**config.mk**
```make
export PLATFORM = sky130hd
export DESIGN_NAME = pp_fifo_irq
export DESIGN_NICKNAME = d
export VERILOG_FILES = /design/src/rtl/pp_fifo_irq_pkg.sv /design/src/rtl/pp_fifo_store.sv /design/src/rtl/pp_irq_detect.sv /design/src/rtl/pp_irq_pulse.sv /design/src/rtl/pp_fifo_irq.sv
export SDC_FILE = /design/constraint.sdc
export NUM_CORES = 1
export LEC_CHECK = 0
export BUFFER_PORTS_ARGS = -buffer_cell sky130_fd_sc_hd__buf_4
export CAP_MARGIN = 20
export CORE_UTILIZATION = 35
export DETAILED_ROUTE_END_ITERATION = 16
export GPL_ROUTABILITY_DRIVEN = 1
export SLEW_MARGIN = 10
export SYNTH_ARGS = -nofsm -noshare
export SYNTH_HDL_FRONTEND = slang
export SYNTH_SLANG_ARGS = --single-unit
```
**constraint.sdc**
```tcl
create_clock -name clk -period 2.65 [get_ports clk]
set_input_delay 0.53 -clock clk [delete_from_list [all_inputs] [get_ports clk]]
set_output_delay 0.53 -clock clk [all_outputs]
set_load 0.01 [all_outputs]
```
**src/rtl/pp_fifo_irq_pkg.sv**
```systemverilog
package pp_fifo_irq_pkg;

  // One bit per source of a service event
  typedef struct packed {
    logic thr;
    logic dma;
    logic err;
    logic ack;
  } irq_src_t;

  typedef enum logic {
    DIR_TO_PERIPH   = 1'b0,
    DIR_FROM_PERIPH = 1'b1
  } xfer_dir_e;

endpackage

```
**src/rtl/pp_fifo_store.sv**
```systemverilog
module pp_fifo_store #(
  parameter int DEPTH = 16,
  parameter int DW    = 8,
  localparam int AW   = $clog2(DEPTH),
  localparam int CW   = AW + 1
) (
  input  logic          clk,
  input  logic          rst_n,
  input  logic          en,
  input  logic          push,
  input  logic [DW-1:0] push_data,
  input  logic          pop,
  output logic [DW-1:0] pop_data,
  output logic [CW-1:0] count,
  output logic          full,
  output logic          empty
);

  logic [DW-1:0] mem [DEPTH];
  logic [AW-1:0] wr_q, wr_d, rd_q, rd_d;
  logic [CW-1:0] cnt_q, cnt_d;
  logic          do_push, do_pop;

  function automatic logic [AW-1:0] ptr_next(input logic [AW-1:0] p);
    return (p == AW'(DEPTH - 1)) ? '0 : p + AW'(1);
  endfunction

  assign full    = (cnt_q == CW'(DEPTH));
  assign empty   = (cnt_q == '0);
  assign do_push = en & push & ~full;
  assign do_pop  = en & pop & ~empty;

  always_comb begin
    wr_d  = wr_q;
    rd_d  = rd_q;
    cnt_d = cnt_q;
    if (!en) begin
      wr_d  = '0;
      rd_d  = '0;
      cnt_d = '0;
    end else begin
      if (do_push) wr_d = ptr_next(wr_q);
      if (do_pop)  rd_d = ptr_next(rd_q);
      case ({do_push, do_pop})
        2'b10:   cnt_d = cnt_q + CW'(1);
        2'b01:   cnt_d = cnt_q - CW'(1);
        default: cnt_d = cnt_q;
      endcase
    end
  end

  always_ff @(posedge clk or negedge rst_n) begin
    if (!rst_n) begin
      wr_q  <= '0;
      rd_q  <= '0;
      cnt_q <= '0;
    end else begin
      wr_q  <= wr_d;
      rd_q  <= rd_d;
      cnt_q <= cnt_d;
    end
  end

  // Storage array: written only under its enable, no reset needed
  always_ff @(posedge clk) begin
    if (do_push) mem[wr_q] <= push_data;
  end

  assign pop_data = mem[rd_q];
  assign count    = cnt_q;

endmodule

```
**src/rtl/pp_irq_detect.sv**
```systemverilog
module pp_irq_detect
  import pp_fifo_irq_pkg::*;
#(
  parameter int DEPTH = 16,
  parameter int TW    = 4,
  parameter int CW    = 5,
  localparam int KW   = ((TW + 1) > CW) ? (TW + 1) : CW
) (
  input  logic          clk,
  input  logic          rst_n,
  input  logic          fifo_en,
  input  logic          svc_mask,
  input  logic          dma_mode,
  input  logic          dir_in,
  input  logic          err_en_n,
  input  logic          ack_en,
  input  logic [TW-1:0] thr,
  input  logic [CW-1:0] count,
  input  logic          dma_tc,
  input  logic          fault_n,
  input  logic          ack_n,
  output logic          evt
);

  localparam logic [KW-1:0] DEPTH_K = KW'(DEPTH);

  logic [KW-1:0] thr_eff, level;
  logic          thr_cond, err_cond;
  logic          thr_prev_q, err_prev_q, ack_prev_q;
  irq_src_t      src;

  assign thr_eff = KW'(thr) + KW'(1);
  assign level   = (xfer_dir_e'(dir_in) == DIR_FROM_PERIPH) ? KW'(count)
                                                            : DEPTH_K - KW'(count);

  // Masking is part of the condition, so releasing the mask yields an edge
  assign thr_cond = fifo_en & ~svc_mask & ~dma_mode & (level >= thr_eff);
  assign err_cond = ~err_en_n & ~fault_n;

  assign src.thr = thr_cond & ~thr_prev_q;
  assign src.dma = ~svc_mask & dma_mode & dma_tc;
  assign src.err = err_cond & ~err_prev_q;
  assign src.ack = ack_en & ack_n & ~ack_prev_q;
  assign evt     = |src;

  always_ff @(posedge clk or negedge rst_n) begin
    if (!rst_n) begin
      thr_prev_q <= 1'b0;
      err_prev_q <= 1'b0;
      ack_prev_q <= 1'b1;
    end else begin
      thr_prev_q <= thr_cond;
      err_prev_q <= err_cond;
      ack_prev_q <= ack_n;
    end
  end

endmodule

```
**src/rtl/pp_irq_pulse.sv**
```systemverilog
module pp_irq_pulse #(
  parameter int PULSE_W = 2,
  localparam int PW     = $clog2(PULSE_W + 1)
) (
  input  logic clk,
  input  logic rst_n,
  input  logic evt,
  output logic drive_en,
  output logic drive_val
);

  logic [PW-1:0] cnt_q, cnt_d;
  logic          cnt_en;

  assign cnt_en = evt | (cnt_q != '0);

  always_comb begin
    cnt_d = cnt_q;
    if (evt)                cnt_d = PW'(PULSE_W);
    else if (cnt_q != '0)   cnt_d = cnt_q - PW'(1);
  end

  always_ff @(posedge clk or negedge rst_n) begin
    if (!rst_n)      cnt_q <= '0;
    else if (cnt_en) cnt_q <= cnt_d;
  end

  assign drive_en  = (cnt_q != '0);
  assign drive_val = ~drive_en;

endmodule

```
**src/rtl/pp_fifo_irq.sv**
```systemverilog
module pp_fifo_irq #(
  parameter int DEPTH   = 16,
  parameter int DW      = 8,
  parameter int TW      = 4,
  parameter int PULSE_W = 2,
  localparam int CW     = $clog2(DEPTH) + 1
) (
  input  logic          clk,
  input  logic          rst_n,
  input  logic          fifo_en,
  input  logic          svc_mask,
  input  logic          dma_mode,
  input  logic          dir_in,
  input  logic          err_en_n,
  input  logic          ack_en,
  input  logic [TW-1:0] thr,
  input  logic          push,
  input  logic [DW-1:0] push_data,
  input  logic          pop,
  output logic [DW-1:0] pop_data,
  output logic [CW-1:0] fifo_count,
  output logic          fifo_full,
  output logic          fifo_empty,
  input  logic          dma_tc,
  input  logic          fault_n,
  input  logic          ack_n,
  output logic          irq_oe,
  output logic          irq_val
);

  logic [1:0] rst_pipe_q;
  logic       rst_int_n;
  logic       irq_evt;

  // Asynchronous assertion, synchronous release
  always_ff @(posedge clk or negedge rst_n) begin
    if (!rst_n) rst_pipe_q <= 2'b00;
    else        rst_pipe_q <= {rst_pipe_q[0], 1'b1};
  end
  assign rst_int_n = rst_pipe_q[1];

  pp_fifo_store #(.DEPTH(DEPTH), .DW(DW)) u_store (
    .clk       (clk),
    .rst_n     (rst_int_n),
    .en        (fifo_en),
    .push      (push),
    .push_data (push_data),
    .pop       (pop),
    .pop_data  (pop_data),
    .count     (fifo_count),
    .full      (fifo_full),
    .empty     (fifo_empty)
  );

  pp_irq_detect #(.DEPTH(DEPTH), .TW(TW), .CW(CW)) u_detect (
    .clk      (clk),
    .rst_n    (rst_int_n),
    .fifo_en  (fifo_en),
    .svc_mask (svc_mask),
    .dma_mode (dma_mode),
    .dir_in   (dir_in),
    .err_en_n (err_en_n),
    .ack_en   (ack_en),
    .thr      (thr),
    .count    (fifo_count),
    .dma_tc   (dma_tc),
    .fault_n  (fault_n),
    .ack_n    (ack_n),
    .evt      (irq_evt)
  );

  pp_irq_pulse #(.PULSE_W(PULSE_W)) u_pulse (
    .clk       (clk),
    .rst_n     (rst_int_n),
    .evt       (irq_evt),
    .drive_en  (irq_oe),
    .drive_val (irq_val)
  );

endmodule

```
=== After elaboration in Yosys (flattened, before gate mapping) ===
Memories as Yosys holds them, arrays and structs flattened.
Index checks and enable logic that the tools add are counted.
Widths: inputs -> output; s select.

* Reduce and logical (&&, ||, !) cells: 5
* Bitwise gates (word level): 25
* Add/subtract/negate cells: 7
* Eq/ne operators: 8
* Multiplexer cells: 13
* $lt $le $gt $ge: 1

{| class="wikitable"
|+ Operator list
! cell !! number
|-
| $mux 4 || 6
|-
| $and 1x1->1 || 14
|-
| $mux 5 || 2
|-
| $not 1->1 || 10
|-
| $pmux 5 s2 || 1
|-
| $add 4x1->4 const B || 2
|-
| $eq 4x4->1 const B || 2
|-
| $add 4x1->5 const B || 1
|-
| $add 5x1->5 const B || 1
|-
| $eq 5x5->1 const B || 1
|-
| $ge 5x5->1 || 1
|-
| $logic_not 5->1 || 1
|-
| $sub 5x1->5 const B || 1
|-
| $sub 5x5->5 const A || 1
|-
| $mux 2 || 2
|-
| $ne 2x1->1 const B || 2
|-
| $reduce_bool 2->1 || 2
|-
| $reduce_or 4->1 || 1
|-
| $ne 3x1->1 const B || 1
|-
| $eq 2x1->1 const B || 1
|-
| $eq 2x2->1 const B || 1
|-
| $mux 1 || 2
|-
| $reduce_and 2->1 || 1
|-
| $sub 2x1->2 const B || 1
|-
| $or 1x1->1 || 1
|}

* Logic and storage cells: 68
* Memories: 1
* Input bits: 25
* Bits in writable memories: 128
* Register bits after elaboration: 20

{| class="wikitable"
|+ Memories
! memory !! depth !! width !! read ports !! clocked after Yosys merged registers in !! wr ports !! line !! text
|-
| u_store.mem || 16 || 8 || 1 || 0 || 1 || pp_fifo_store.sv:19 || <nowiki>logic [DW-1:0] mem [DEPTH];</nowiki>
|}

=== Longest topological paths before layout ===
Gate-level depths: netlist (run 1).

* Depth in word-level cells: 8
* Gate-level depth with buffers: 13

=== By module ===
From an unflattened synthesis (run 1), not the netlist that was laid out.

* Cells, all modules: 364
* Area, all modules: 6497.5 um^2

{| class="wikitable"
|+ By module, submodules not included
! module !! cells an instance !! area an instance (um^2) !! times used !! seq. area each (um^2)
|-
| pp_fifo_store || 309 || 5945.7 || 1 || 4169.0
|-
| pp_irq_detect || 40 || 377.9 || 1 || 76.3
|-
| pp_irq_pulse || 12 || 120.1 || 1 || 50.0
|-
| pp_fifo_irq || 3 || 53.8 || 1 || 50.0
|}

=== Worst setup path before layout (run 1) ===
OpenSTA, ideal clock, no wires.

* Path kind: flip-flop to flip-flop
* Start: register u_store.cnt_q[0], in the netlist u_store.count[0]
* End: register u_store.cnt_q[3], in the netlist u_store.count[3]
* Setup time: 0.078 ns
* Arrival time: 2.783 ns
* Setup slack: -0.211 ns
* Cell stages (with the launch flop): 14
* Path through: dfrtp_1 -> inv_1 -> ha_1 -> nor3b_1 -> ha_1 -> nor2b_1 -> buf_2 -> or3_1 -> inv_1 -> ha_1 -> a211oi_1 -> o21a_1 -> o21ai_0 -> a21oi_1

* Word-level cells in the longest chain between the ends: 6
* Elaborated cells between the ends (all ways): 13

{| class="wikitable"
|+ RTL lines
! item !! line !! text
|-
| start: declaration || pp_fifo_store.sv:21 || <nowiki>logic [CW-1:0] cnt_q, cnt_d;</nowiki>
|-
| start signal: assignment || pp_fifo_store.sv:60 || <nowiki>cnt_q <= cnt_d;</nowiki>
|-
| $eq 5x5->1 (*) || pp_fifo_store.sv:28 || <nowiki>assign full = (cnt_q == CW'(DEPTH));</nowiki>
|-
| net fifo_full || pp_fifo_irq.sv:22 || <nowiki>output logic fifo_full,</nowiki>
|-
| $not 1->1 (*) || pp_fifo_store.sv:30 || <nowiki>assign do_push = en & push & ~full;</nowiki>
|-
| $and 1x1->1 (*) || pp_fifo_store.sv:30 ||
|-
| $eq 2x1->1 or $eq 2x2->1 (tied branches) || pp_fifo_store.sv:44 || <nowiki>case ({do_push, do_pop})</nowiki>
|-
| $pmux 5 s2 || pp_fifo_store.sv:44 ||
|-
| $mux 5 || pp_fifo_store.sv:37 || <nowiki>if (!en) begin</nowiki>
|}

Mark *: on every way through the listed nets, which the timed path passes. The rest lies on a longest branch.
A chain may end at the register's enable or synchronous reset.

=== Final worst setup path (run 1) ===
* Start: register u_store.rd_q[0]
* End: output pop_data[0]

* Word-level cells in the longest chain between the ends: 1

{| class="wikitable"
|+ RTL lines
! item !! line !! text
|-
| start: declaration || pp_fifo_store.sv:20 || <nowiki>logic [AW-1:0] wr_q, wr_d, rd_q, rd_d;</nowiki>
|-
| start signal: assignment || pp_fifo_store.sv:59 || <nowiki>rd_q <= rd_d;</nowiki>
|-
| $mem_v2 16x8 || - ||
|-
| end: declaration || pp_fifo_irq.sv:20 || <nowiki>output logic [DW-1:0] pop_data,</nowiki>
|}

No other way between the ends.

==> results of run 1 <==
-- registers in the layout, summed over array words and instances, names as in the netlist --
| name | flops |
|---|---|
| u_store.rd_q | 4 |
| rst_pipe_q | 2 |
| u_store.wr_q | 4 |
| u_detect.ack_prev_q | 1 |
| u_pulse.cnt_q | 2 |
| u_store.count | 5 |
| u_detect.thr_prev_q | 1 |
| u_detect.err_prev_q | 1 |
| u_store.mem | 128 |
-- cell usage after synthesis, types with 2 or more instances --
cell type | number | area share (%)
nand2_1 | 21 | 1.2
ha_1 | 18 | 3.5
a21oi_1 | 10 | 0.79
nor3b_1 | 3 | 0.35
buf_2 | 4 | 0.31
xnor2_1 | 6 | 0.83
xor2_1 | 4 | 0.55
dfrtp_1 | 19 | 7.5
and3b_1 | 2 | 0.28
or4_1 | 2 | 0.24
buf_1 | 3 | 0.18
edfxtp_1 | 128 | 60
nor2_1 | 15 | 0.88
mux4_2 | 15 | 5.3
a211oi_1 | 4 | 0.47
o21bai_1 | 2 | 0.24
mux4_1 | 17 | 7.0
o21a_1 | 2 | 0.24
mux2i_1 | 2 | 0.31
nor2b_1 | 5 | 0.49
clkbuf_1 | 3 | 0.18
a22oi_1 | 16 | 1.9
inv_1 | 13 | 0.77
nand3_1 | 2 | 0.16
nand2b_1 | 2 | 0.20
o21ai_0 | 4 | 0.31
and2_1 | 20 | 2.0
nor3_1 | 6 | 0.47
or3_1 | 2 | 0.20
buf_6 | 2 | 0.35
-- routing by layer --
layer / part of all wire (%) / up-vias / GRT usage [%]
met5: 0 / - / 0
met4: 1.5 / 0 / 4.762
met3: 3.9 / 19 / 4.259
met2: 49 / 73 / 24.22
met1: 46 / 1785 / 20.23
li1: - / 1604 / -
-- where the power goes --
| part | internal [mW] | total [mW] | switching [mW] |
|---|---|---|---|
| Clock | 1.67 | 2.59 | 0.919 |
| Combinational | 1.03 | 1.89 | 0.858 |
| Sequential | 2.63 | 2.72 | 0.0865 |
-- worst max-delay path, cell delays in order (launching register included) --
cell     delay [ns]
dfrtp_2        0.42
buf_12         0.13
buf_12         0.13
buf_6          0.10
mux4_2         0.49
a22oi_2        0.17
nand2_1        0.09
buf_6          0.13
-- worst max-delay path by stage --
stage                                             from                      endpoint  cells after the start
after floorplan           u_store.count[0]$_DFFE_PN0P_  u_store.count[4]$_DFFE_PN0P_                     13
after global placement    u_store.count[0]$_DFFE_PN0P_  u_store.count[4]$_DFFE_PN0P_                     12
after detailed placement  u_store.count[0]$_DFFE_PN0P_  u_store.count[3]$_DFFE_PN0P_                     12
after CTS                  u_store.rd_q[0]$_DFFE_PN0P_                   pop_data[3]                      7
after global routing       u_store.rd_q[0]$_DFFE_PN0P_                   pop_data[4]                      6
final                      u_store.rd_q[0]$_DFFE_PN0P_                   pop_data[0]                      7
-- area by class of cell --
class	instances	area, um^2	area share [%]
Clock buffer	19	432.9	5.422
Clock inverter	13	203.9	2.554
Inverter	13	53.80	0.6739
Multi-Input combinational cell	192	1943	24.34
Sequential cell	148	4349	54.47
Tap cell	225	281.5	3.526
Timing Repair Buffer	81	719.4	9.011
-- metrics by stage --
step / setup TNS, ns / power, mW / utilization (%) / hold WS [ns] / instances
after CTS: -0.1385 / 7.218 / 45.46 / 0.2040 / 690
after detailed placement: 0 / 4.356 / 40.67 / 0.3146 / 646
after global placement: 0 / 4.312 / 40.67 / 0.3131 / 646
after floorplan: -0.003665 / 3.825 / - / 0.2257 / 367
final: 0 / 7.196 / 45.53 / 0.2120 / 691
after global routing: -0.2055 / 7.540 / 45.53 / 0.2020 / 691
-- placed cells by master, fill, tap and decap left out, types with 3 or more instances in the layout --
cell type | Yosys | final
and2_1 | 20 | 20
xnor2_1 | 6 | 6
mux4_2 | 15 | 28
buf_12 | 0 | 6
edfxtp_1 | 128 | 128
buf_6 | 2 | 9
nor2b_1 | 5 | 4
clkbuf_16 | 0 | 17
inv_1 | 13 | 10
mux4_1 | 17 | 4
ha_1 | 18 | 15
inv_6 | 0 | 3
xor2_1 | 4 | 4
dfrtp_1 | 19 | 16
dfrtp_2 | 0 | 3
bufinv_16 | 0 | 5
o21ai_0 | 4 | 3
nor2_1 | 15 | 15
buf_4 | 1 | 65
a22oi_2 | 0 | 13
nand2_1 | 21 | 21
a21oi_1 | 10 | 10
a22oi_1 | 16 | 3
nor3_1 | 6 | 6
a211oi_1 | 4 | 3
-- repair_timing --
item | CTS | global route
gates resized for setup | 27 | 19
pin swaps | 11 | 17
hold buffers | 1 | 0
buffers inserted | 10 | 2
endpoints found under the hold margin | 2 | 0
setup endpoints to repair | 8 | 10
gates cloned | 1 | 0
-- kinds of logic after synthesis --
| kind of cell | count (synthesis) |
|---|---|
| flip-flops | 148 |
| AO/OA/AOI/OAI | 44 |
| multiplexers | 35 |
| buffers and inverters | 27 |
| adder cells (fa/ha/maj) | 19 |
| XOR/XNOR | 10 |
| other | 1 |
| AND/OR/NAND/NOR | 83 |
==> results.sh, run 1 <==
export IMPL_grt_pass1_wl_mm=20.27
export IMPL_finClkSkew_ns=0.008854
export IMPL_worstHoldEndpoint="u_detect.ack_prev_q$_DFF_PN1_"
export IMPL_initial_core_util_pct=36.31
export IMPL_drc=0
export IMPL_htreeDepth=4
export IMPL_rr_worst_depth=12
export IMPL_criticalPathCategory="flip-flop to output pin"
export IMPL_hold_path_class="input pin to flip-flop"
export IMPL_synth_xor_area_share_pct=1.376
export IMPL_area_delta_synth_final_pct=25.39
export IMPL_synth_net_count=411
export IMPL_fmaxAchievable_mhz=381.6
export IMPL_setup_worst_path_start_class="flip-flop"
export IMPL_antenna_found_initial=0
export IMPL_pre_cts_ws_ns=0.06176
export IMPL_rsz0062_at_grt="true"
export IMPL_syn_avg_cell_area_um2=17.35
export IMPL_setup_viol=0
export IMPL_p_leak_nw=2.859
export IMPL_io_buffers=41
export IMPL_fp_dieArea_um2=18740
export IMPL_crit_path_end_kind="output pin"
export IMPL_clk_pin_slew_worst_paths_ns=0.06
export IMPL_fin_crit_ns=2.621
export IMPL_synth_cell_type_count=45
export IMPL_place_gp_congestion=0.7589
export IMPL_clock_latency_ns=0.43
export IMPL_antenna_left=0
export IMPL_synth_flop_cell="edfxtp_1"
export IMPL_final_net_count=497
export IMPL_hold_start="ack_n"
export IMPL_via_count=3481
export IMPL_irDropWorstVdd_mv=0.4881
export IMPL_postSynth_asyncResetShare_pct=13.51
export IMPL_worstMarginPinSlew_ns=0.7574
export IMPL_synthAdderAreaFrac_pct=3.851
export IMPL_maxCapViolCount=0
export IMPL_dp_hpwl_mm=8.325
export IMPL_critPathMaxFanout=8
export IMPL_io_pins=42
export IMPL_rows=48
export IMPL_timing_final_hold_violations=0
export IMPL_yosys_area_share_simple_pct=6.838
export IMPL_yosys_warnings=0
export IMPL_viasPerCell=5.038
export IMPL_wl_mm=12.80
export IMPL_cts_sinks=148
export IMPL_grt_remaining_overflow=0
export IMPL_syn_area_um2=6367
export IMPL_synth_seq_cells=148
export IMPL_power_density_nw_per_um2=901.3
export IMPL_synth_edff_count=128
export IMPL_cts_buffer_depth=2
export IMPL_max_slew_margin_pct=49.51
export IMPL_grt_use_total_pct=15.23
export IMPL_r2r_end="u_store.count[3]$_DFFE_PN0P_"
export IMPL_synth_compound_area_share_pct=4.677
export IMPL_wl_per_cell_um=18.52
export IMPL_synth_top_family_by_area="multiplexers"
export IMPL_fin_area_um2=7984
export IMPL_synthCells=367
export IMPL_grt_max_degree=37
export IMPL_diodes=0
export IMPL_drtIter0Drc=195
export IMPL_fin_ws_ns=0.02940
export IMPL_fin_crit_sh_pct=98.89
export IMPL_r2r_start="u_store.count[0]$_DFFE_PN0P_"
export IMPL_nFillCells=1551
export IMPL_cts_tree="done"
export IMPL_dpl_cell_area_um2=7133
export IMPL_hold_depth=1
export IMPL_drv_slew=0
export IMPL_seq_area_frac_synth_pct=68.25
export IMPL_cp_arrival_ns=2.09
export IMPL_die_h_um=136.9
export IMPL_cts_buffers=17
export IMPL_status="finished clean"
export IMPL_dieWidth_um=136.9
export IMPL_dr_pass1_iters=4
export IMPL_reg2reg_slack_ns=0.14
export IMPL_root_buffer="clkbuf_16"
export IMPL_drive_gt1_share_pct=35.41
export IMPL_synthMuxAreaShare_pct=12.81
export IMPL_cp_required_ns=2.12
export IMPL_grt_pass1_vias=3584
export IMPL_core_um2=17540
Note: power is estimated with default switching activity, not from simulation.
==> run 2: changes to the inputs <==
--- a/config.mk
+++ b/config.mk
@@ -13,4 +13,5 @@
 export SLEW_MARGIN = 10
 export SYNTH_ARGS = -nofsm -noshare
 export SYNTH_HDL_FRONTEND = slang
+export SYNTH_HIERARCHICAL = 1
 export SYNTH_SLANG_ARGS = --single-unit
==> run 2 against run 1 <==
The run now ends with DRC, setup timing left; count of clock-buffer cells in the layout shrank 1; largest cell class unchanged; fmax is 6.6% lower; critical path depth is 2 lower; synthesized area up 2.0%; power increased by 2.5%; clock power shrank 8.9%; largest power group unchanged; final cell count shrank 0.87%; wire length up 8.8%.
==> results.sh, run 2 <==
export IMPL_drv_slew=0
export IMPL_syn_area_um2=6497
export IMPL_cp_arrival_ns=2.27
export IMPL_pre_cts_ws_ns=0.1197
export IMPL_wl_met2_mm=7.031
export IMPL_irDropWorstVdd_mv=0.6179
export IMPL_syn_avg_cell_area_um2=17.85
export IMPL_fmaxAchievable_mhz=356.6
export IMPL_wl_per_cell_um=20.32
export IMPL_dieWidth_um=138.3
export IMPL_synth_seq_cells=148
export IMPL_dpl_cell_count=647
export IMPL_synth_common_cells="edfxtp_1, mux4_2, dfrtp_1"
export IMPL_drc=2
export IMPL_io_pins=42
export IMPL_cts_tree="done"
export IMPL_dpl_cell_area_um2=7312
export IMPL_final_net_count=484
export IMPL_timing_hold_ws_ns=0.2298
export IMPL_slowest_delay_ns=0.52
export IMPL_path_buf_inv=3
export IMPL_synth_flop_cell="edfxtp_1"
export IMPL_via_count=3596
export IMPL_yosys_top_cells_area="edfxtp_1, mux4_2, dfrtp_1, ha_1, and2_1"
export IMPL_wl_met1_mm=6.060
export IMPL_fin_crit_ns=2.804
export IMPL_initial_core_util_pct=35.93
export IMPL_htreeDepth=4
export IMPL_synth_edff_count=128
export IMPL_hold_path_class="input pin to flip-flop"
export IMPL_setup_worst_path_start_class="flip-flop"
export IMPL_dr_pass1_iters=10
export IMPL_finClkSkew_ns=0.006236
export IMPL_status="finished, violations left"
export IMPL_core_um2=18090
export IMPL_largest_register_ffs=128
export IMPL_cts_buffers=17
export IMPL_dp_hpwl_mm=9.099
export IMPL_layout_cells_non_filler=685
export IMPL_worstMarginPinSlew_ns=0.8115
export IMPL_cp_required_ns=2.12
export IMPL_grt_remaining_overflow=0
export IMPL_final_common_cell="edfxtp_1"
export IMPL_cts_buffer_depth=2
export IMPL_postSynth_asyncResetShare_pct=13.51
export IMPL_rows=49
export IMPL_grt_pass1_vias=3749
export IMPL_yosys_warnings=6
export IMPL_maxCapViolCount=0
export IMPL_timing_final_hold_violations=0
export IMPL_criticalPathCategory="flip-flop to output pin"
export IMPL_cts_sinks=148
export IMPL_place_gp_congestion=0.8722
export IMPL_routed_top_layer="met4"
export IMPL_rsz0062_at_grt="true"
export IMPL_drive_gt1_share_pct=35.31
export IMPL_setup_viol=8
export IMPL_cpLargestDelayFamily="multiplexers"
export IMPL_die_h_um=138.3
export IMPL_path_cells="buf_12, buf_12, mux4_2, mux4_2, buf_6"
export IMPL_grt_max_degree=37
export IMPL_grt_use_total_pct=15.49
export IMPL_antenna_found_initial=0
export IMPL_synth_area_leader_cell="edfxtp_1"
export IMPL_power_density_nw_per_um2=918.0
export IMPL_wl_mm=13.92
export IMPL_worst_path_max_delay_cell="mux4_2"
export IMPL_final_cell_mix="edfxtp_1, buf_4, mux4_2"
export IMPL_fin_area_um2=8038
export IMPL_regMostFlops="u_store/mem"
export IMPL_grt_pass1_wl_mm=21.66
export IMPL_nFillCells=1537
export IMPL_seq_area_frac_synth_pct=66.88
export IMPL_drtIter0Drc=293
export IMPL_p_leak_nw=2.859
export IMPL_final_util_pct=44.44
export IMPL_fin_crit_sh_pct=105.8
export IMPL_routed_wl_met3_um=642
export IMPL_synth_most_common_cell="edfxtp_1"
export IMPL_critPathMaxFanout=6
export IMPL_synth_net_count=405
export IMPL_antenna_left=0
export IMPL_synthCells=364
export IMPL_root_buffer="clkbuf_16"
export IMPL_violations="DRC, setup timing"
export IMPL_clk_pin_slew_worst_paths_ns=0.06
export IMPL_io_buffers=41
export IMPL_fp_dieArea_um2=19110
export IMPL_synth_top_area_share_pct=59.16
export IMPL_diodes=0
export IMPL_fin_ws_ns=-0.1544
export IMPL_synth_cell_type_count=57
export IMPL_area_delta_synth_final_pct=23.70
export IMPL_crit_path_end_kind="output pin"
export IMPL_max_slew_margin_pct=45.90
export IMPL_clock_latency_ns=0.42
export IMPL_viasPerCell=5.250
[run 2: through the flow]
step	power (mW)	TNS, ns
finish	7.378	-1.003
global route	7.730	-1.546
CTS	7.425	-1.249
detailed placement	4.881	0
global placement	4.845	0
floorplan	4.198	0
[run 2: cells by family (layout without fill, tap and decap cells)]
| family | Yosys count | after routing | synth area share, % |
|---|---|---|---|
| AO/OA/AOI/OAI | 41 | 41 | 5.277 |
| XOR/XNOR | 10 | 10 | 1.348 |
| adder cells (fa/ha/maj) | 16 | 16 | 3.081 |
| buffers and inverters | 33 | 125 | 2.099 |
| flip-flops | 148 | 148 | 66.88 |
| multiplexers | 47 | 47 | 15.04 |
| other | 1 | 1 | 0.05771 |
| AND/OR/NAND/NOR | 68 | 68 | 6.220 |
[run 2: what timing repair did]
item / CTS / global route
gates cloned: 1 / 1
setup buffers: 4 / 0
endpoints found under the hold margin: 2 / 0
hold buffers: 1 / 0
pin swaps: 0 / 0
resized for setup: 12 / 3
endpoints found under the setup margin: 10 / 9
[run 2: power breakdown]
group / internal, mW / leakage [nW] / switching [mW]
combinational: 1.24 / 1.17 / 1.05
clock: 1.40 / 0.280 / 0.965
sequential: 2.63 / 1.41 / 0.0908
total: 5.27 / 2.86 / 2.10
[run 2: cell type report]
cell class	instances	area, um^2	share of cell area, %
clock buffer	18	429.2	5.339
sequential	148	4348	54.09
tap	229	286.5	3.565
timing repair buffer	79	749.5	9.324
clock inverter	14	153.9	1.915
inverter	14	52.55	0.6538
multi-input combinational	183	2018	25.11
[run 2: path summary, 6_finish.rpt]
| check | start | end | slack [ns] | cells after the start |
|---|---|---|---|---|
| worst max-delay path | u_store/rd_q[0]$_DFFE_PN0P_ | pop_data[4] | -0.15 | 5 |
| worst min-delay path | ack_n | u_detect/ack_prev_q$_DFF_PN1_ | 0.23 | 1 |
| worst max register to register | u_store/count[1]$_DFFE_PN0P_ | u_store/count[4]$_DFFE_PN0P_ | 0.12 | 8 |
| worst min register to register | rst_pipe_q[1]$_DFF_PN0_ | u_detect/err_prev_q$_DFF_PN0_ | 0.34 | 0 |
| max in group asynchronous | rst_pipe_q[1]$_DFF_PN0_ | u_store/rd_q[0]$_DFFE_PN0P_ | 1.75 | 0 |
| min in group asynchronous | rst_pipe_q[1]$_DFF_PN0_ | u_detect/err_prev_q$_DFF_PN0_ | 0.34 | 0 |
[run 2: routing by layer]
layer | vias up | GRT usage [%]
met4 | 0 | 4.554
met3 | 17 | 4.330
met1 | 1849 | 19.65
met5 | - | 0
met2 | 112 | 25.97
li1 | 1618 | -
==> run 3: changes to the inputs <==
==> constraint.sdc (replaced) <==
create_clock -name clk -period 2.4 [get_ports clk]
set_input_delay 0.48 -clock clk [delete_from_list [all_inputs] [get_ports clk]]
set_output_delay 0.48 -clock clk [all_outputs]
set_load 0.01 [all_outputs]
==> run 3 against run 2 <==
Register-to-register slack got worse by 0.13 ns; sequential cell count stayed put; the flow still finishes with violations (DRC, setup timing); setup slack worse by 0.16 ns; sequential share of layout area grew 0.42 points; clock skew rose by 0.0017 ns; first-iteration DRC count decreased by 5.1%; die area is the same; largest cell class unchanged.
==> results.sh, run 3 (synthesis gave the netlist of run 2 again) <==
export IMPL_status="finished, violations left"
export IMPL_violations="DRC, setup timing"
export IMPL_fin_crit_sh_pct=113.3
export IMPL_path_buf_inv=3
export IMPL_rsz0062_at_grt="true"
export IMPL_largest_register_ffs=128
export IMPL_antenna_left=0
export IMPL_worstHoldEndpoint="u_detect/ack_prev_q$_DFF_PN1_"
export IMPL_r2r_end="u_store/count[4]$_DFFE_PN0P_"
export IMPL_setup_viol=9
export IMPL_grt_use_total_pct=15.88
export IMPL_maxCapViolCount=0
export IMPL_p_leak_nw=2.820
export IMPL_cts_buffer_depth=2
export IMPL_wl_per_cell_um=20.74
export IMPL_worst_path_max_delay_cell="mux4_2"
export IMPL_grt_remaining_overflow=0
export IMPL_multi_input_area_um2=2034
export IMPL_hold_path_class="input pin to flip-flop"
export IMPL_grt_pass1_vias=3804
export IMPL_critPathMaxFanout=8
export IMPL_cp_arrival_ns=2.24
export IMPL_io_buffers=41
export IMPL_finClkSkew_ns=0.007982
export IMPL_setup_worst_path_start_class="flip-flop"
export IMPL_worstMarginPinSlew_ns=0.7952
export IMPL_pre_cts_ws_ns=0.01783
export IMPL_dieWidth_um=138.3
export IMPL_timing_final_hold_violations=0
export IMPL_grt_pass1_wl_mm=22.02
export IMPL_clk_pin_slew_worst_paths_ns=0.06
export IMPL_fin_crit_ns=2.719
export IMPL_viasPerCell=5.298
export IMPL_via_count=3592
export IMPL_drtIter0Drc=278
export IMPL_max_slew_margin_pct=46.98
export IMPL_cts_buffers=17
export IMPL_nFillCells=1546
export IMPL_final_cell_mix="edfxtp_1, buf_4, mux4_2"
export IMPL_core_um2=18090
export IMPL_cp_required_ns=1.92
export IMPL_drc=3
export IMPL_crit_path_end_kind="output pin"
export IMPL_path_cells="buf_12, buf_12, mux4_2, mux4_2, buf_6"
export IMPL_rr_worst_depth=8
export IMPL_dr_pass1_iters=10
export IMPL_cpLargestDelayFamily="multiplexers"
export IMPL_grt_max_degree=29
export IMPL_finalSetupTns_ns=-2.374
export IMPL_diodes=0
export IMPL_hold_start="ack_n"
export IMPL_final_net_count=477
export IMPL_fp_dieArea_um2=19110
export IMPL_seq_area_um2=4347
export IMPL_antenna_found_initial=0
export IMPL_wl_mm=14.06
export IMPL_cts_tree="done"
export IMPL_regMostFlops="u_store/mem"
export IMPL_die_h_um=138.3
export IMPL_power_density_nw_per_um2=1025
export IMPL_dp_hpwl_mm=9.136
export IMPL_io_pins=42
export IMPL_clock_latency_ns=0.42
export IMPL_htreeDepth=4
export IMPL_fmaxAchievable_mhz=367.8
export IMPL_worstSetupStartpoint="u_store/rd_q[0]$_DFFE_PN0P_"
export IMPL_initial_core_util_pct=35.93
export IMPL_reg2reg_slack_ns=-0.01
export IMPL_root_buffer="clkbuf_16"
export IMPL_final_common_cell="edfxtp_1"
export IMPL_fin_ws_ns=-0.3190
export IMPL_drv_slew=0
export IMPL_hold_depth=1
export IMPL_area_delta_synth_final_pct=22.72
export IMPL_rows=49
export IMPL_drive_gt1_share_pct=37.19
export IMPL_criticalPathCategory="flip-flop to output pin"
export IMPL_r2r_start="u_store/count[0]$_DFFE_PN0P_"
export IMPL_irDropWorstVdd_mv=0.5588
export IMPL_place_gp_congestion=0.8517
export IMPL_cts_sinks=148
export IMPL_slowest_delay_ns=0.51
[run 3: cell types whose count changed in the layout (fill, tap and decap cells not counted), sizes merged]
cell / before / now
buf: 77 / 71
clkbuf: 19 / 17
clkinv: 6 / 5
clkinvlp: 2 / 3
inv: 18 / 19
[run 3: worst register-to-register path, cell delays in order, from the launching register on]
cell	delay (ns)
dfrtp_1	0.42
o41a_1	0.49
a2111oi_4	0.29
xor2_1	0.14
ha_2	0.23
o31a_2	0.30
o211ai_1	0.16
mux2_4	0.16
nand4_1	0.09
[run 3: worst max path at each step]
stage               depth (start not counted)                      endpoint
floorplan                                   9  u_store/count[4]$_DFFE_PN0P_
detailed placement                          8  u_store/count[4]$_DFFE_PN0P_
CTS                                         5                   pop_data[1]
finish                                      5                   pop_data[1]
global route                                5                   pop_data[5]
global placement                            7   u_store/mem[3][3]$_DFFE_PP_
[run 3: where the power goes]
part / switching, mW / internal [mW] / total, mW
Combinational: 1.17 / 1.42 / 2.60
Clock: 1.03 / 1.54 / 2.57
Sequential: 0.101 / 2.91 / 3.01
Total: 2.31 / 5.86 / 8.17
[run 3: cell type report]
type / instances / area share [%]
tap: 229 / 3.593
clock buffer: 17 / 5.335
timing repair buffer: 72 / 8.473
clock inverter: 15 / 1.914
sequential: 148 / 54.51
inverter: 14 / 0.6590
multi-input combinational: 183 / 25.51
[run 3: layer usage]
metal | up-vias | routed length [um] | global-route usage, %
li1 | 1609 | - | -
met1 | 1847 | 6008 | 20.27
met2 | 122 | 6986 | 26.66
met3 | 14 | 909 | 4.191
met4 | 0 | 155 | 4.731
met5 | - | 0 | 0
[run 3: stage by stage]
step | util [%] | area, um^2 | hold WS (ns) | total power, mW | std cells
2_1_floorplan | - | 6500 | 0.1844 | 4.638 | 364
3_3_place_gp | 40.26 | 7282 | 0.2638 | 5.438 | 641
3_5_place_dp | 40.26 | 7282 | 0.2632 | 5.491 | 641
4_1_cts | 43.93 | 7945 | 0.1493 | 8.215 | 676
5_1_grt | 44.09 | 7974 | 0.1575 | 8.568 | 678
6_report | 44.09 | 7974 | 0.1767 | 8.171 | 678
[run 3: timing repair]
item                                   in CTS  in global routing
buffers inserted                            2                  2
gates cloned                                1                  0
setup endpoints to repair                  11                110
hold buffers                                1                  0
pin swaps                                   0                  2
endpoints found under the hold margin       2                  0
gates resized for setup                    12                 11
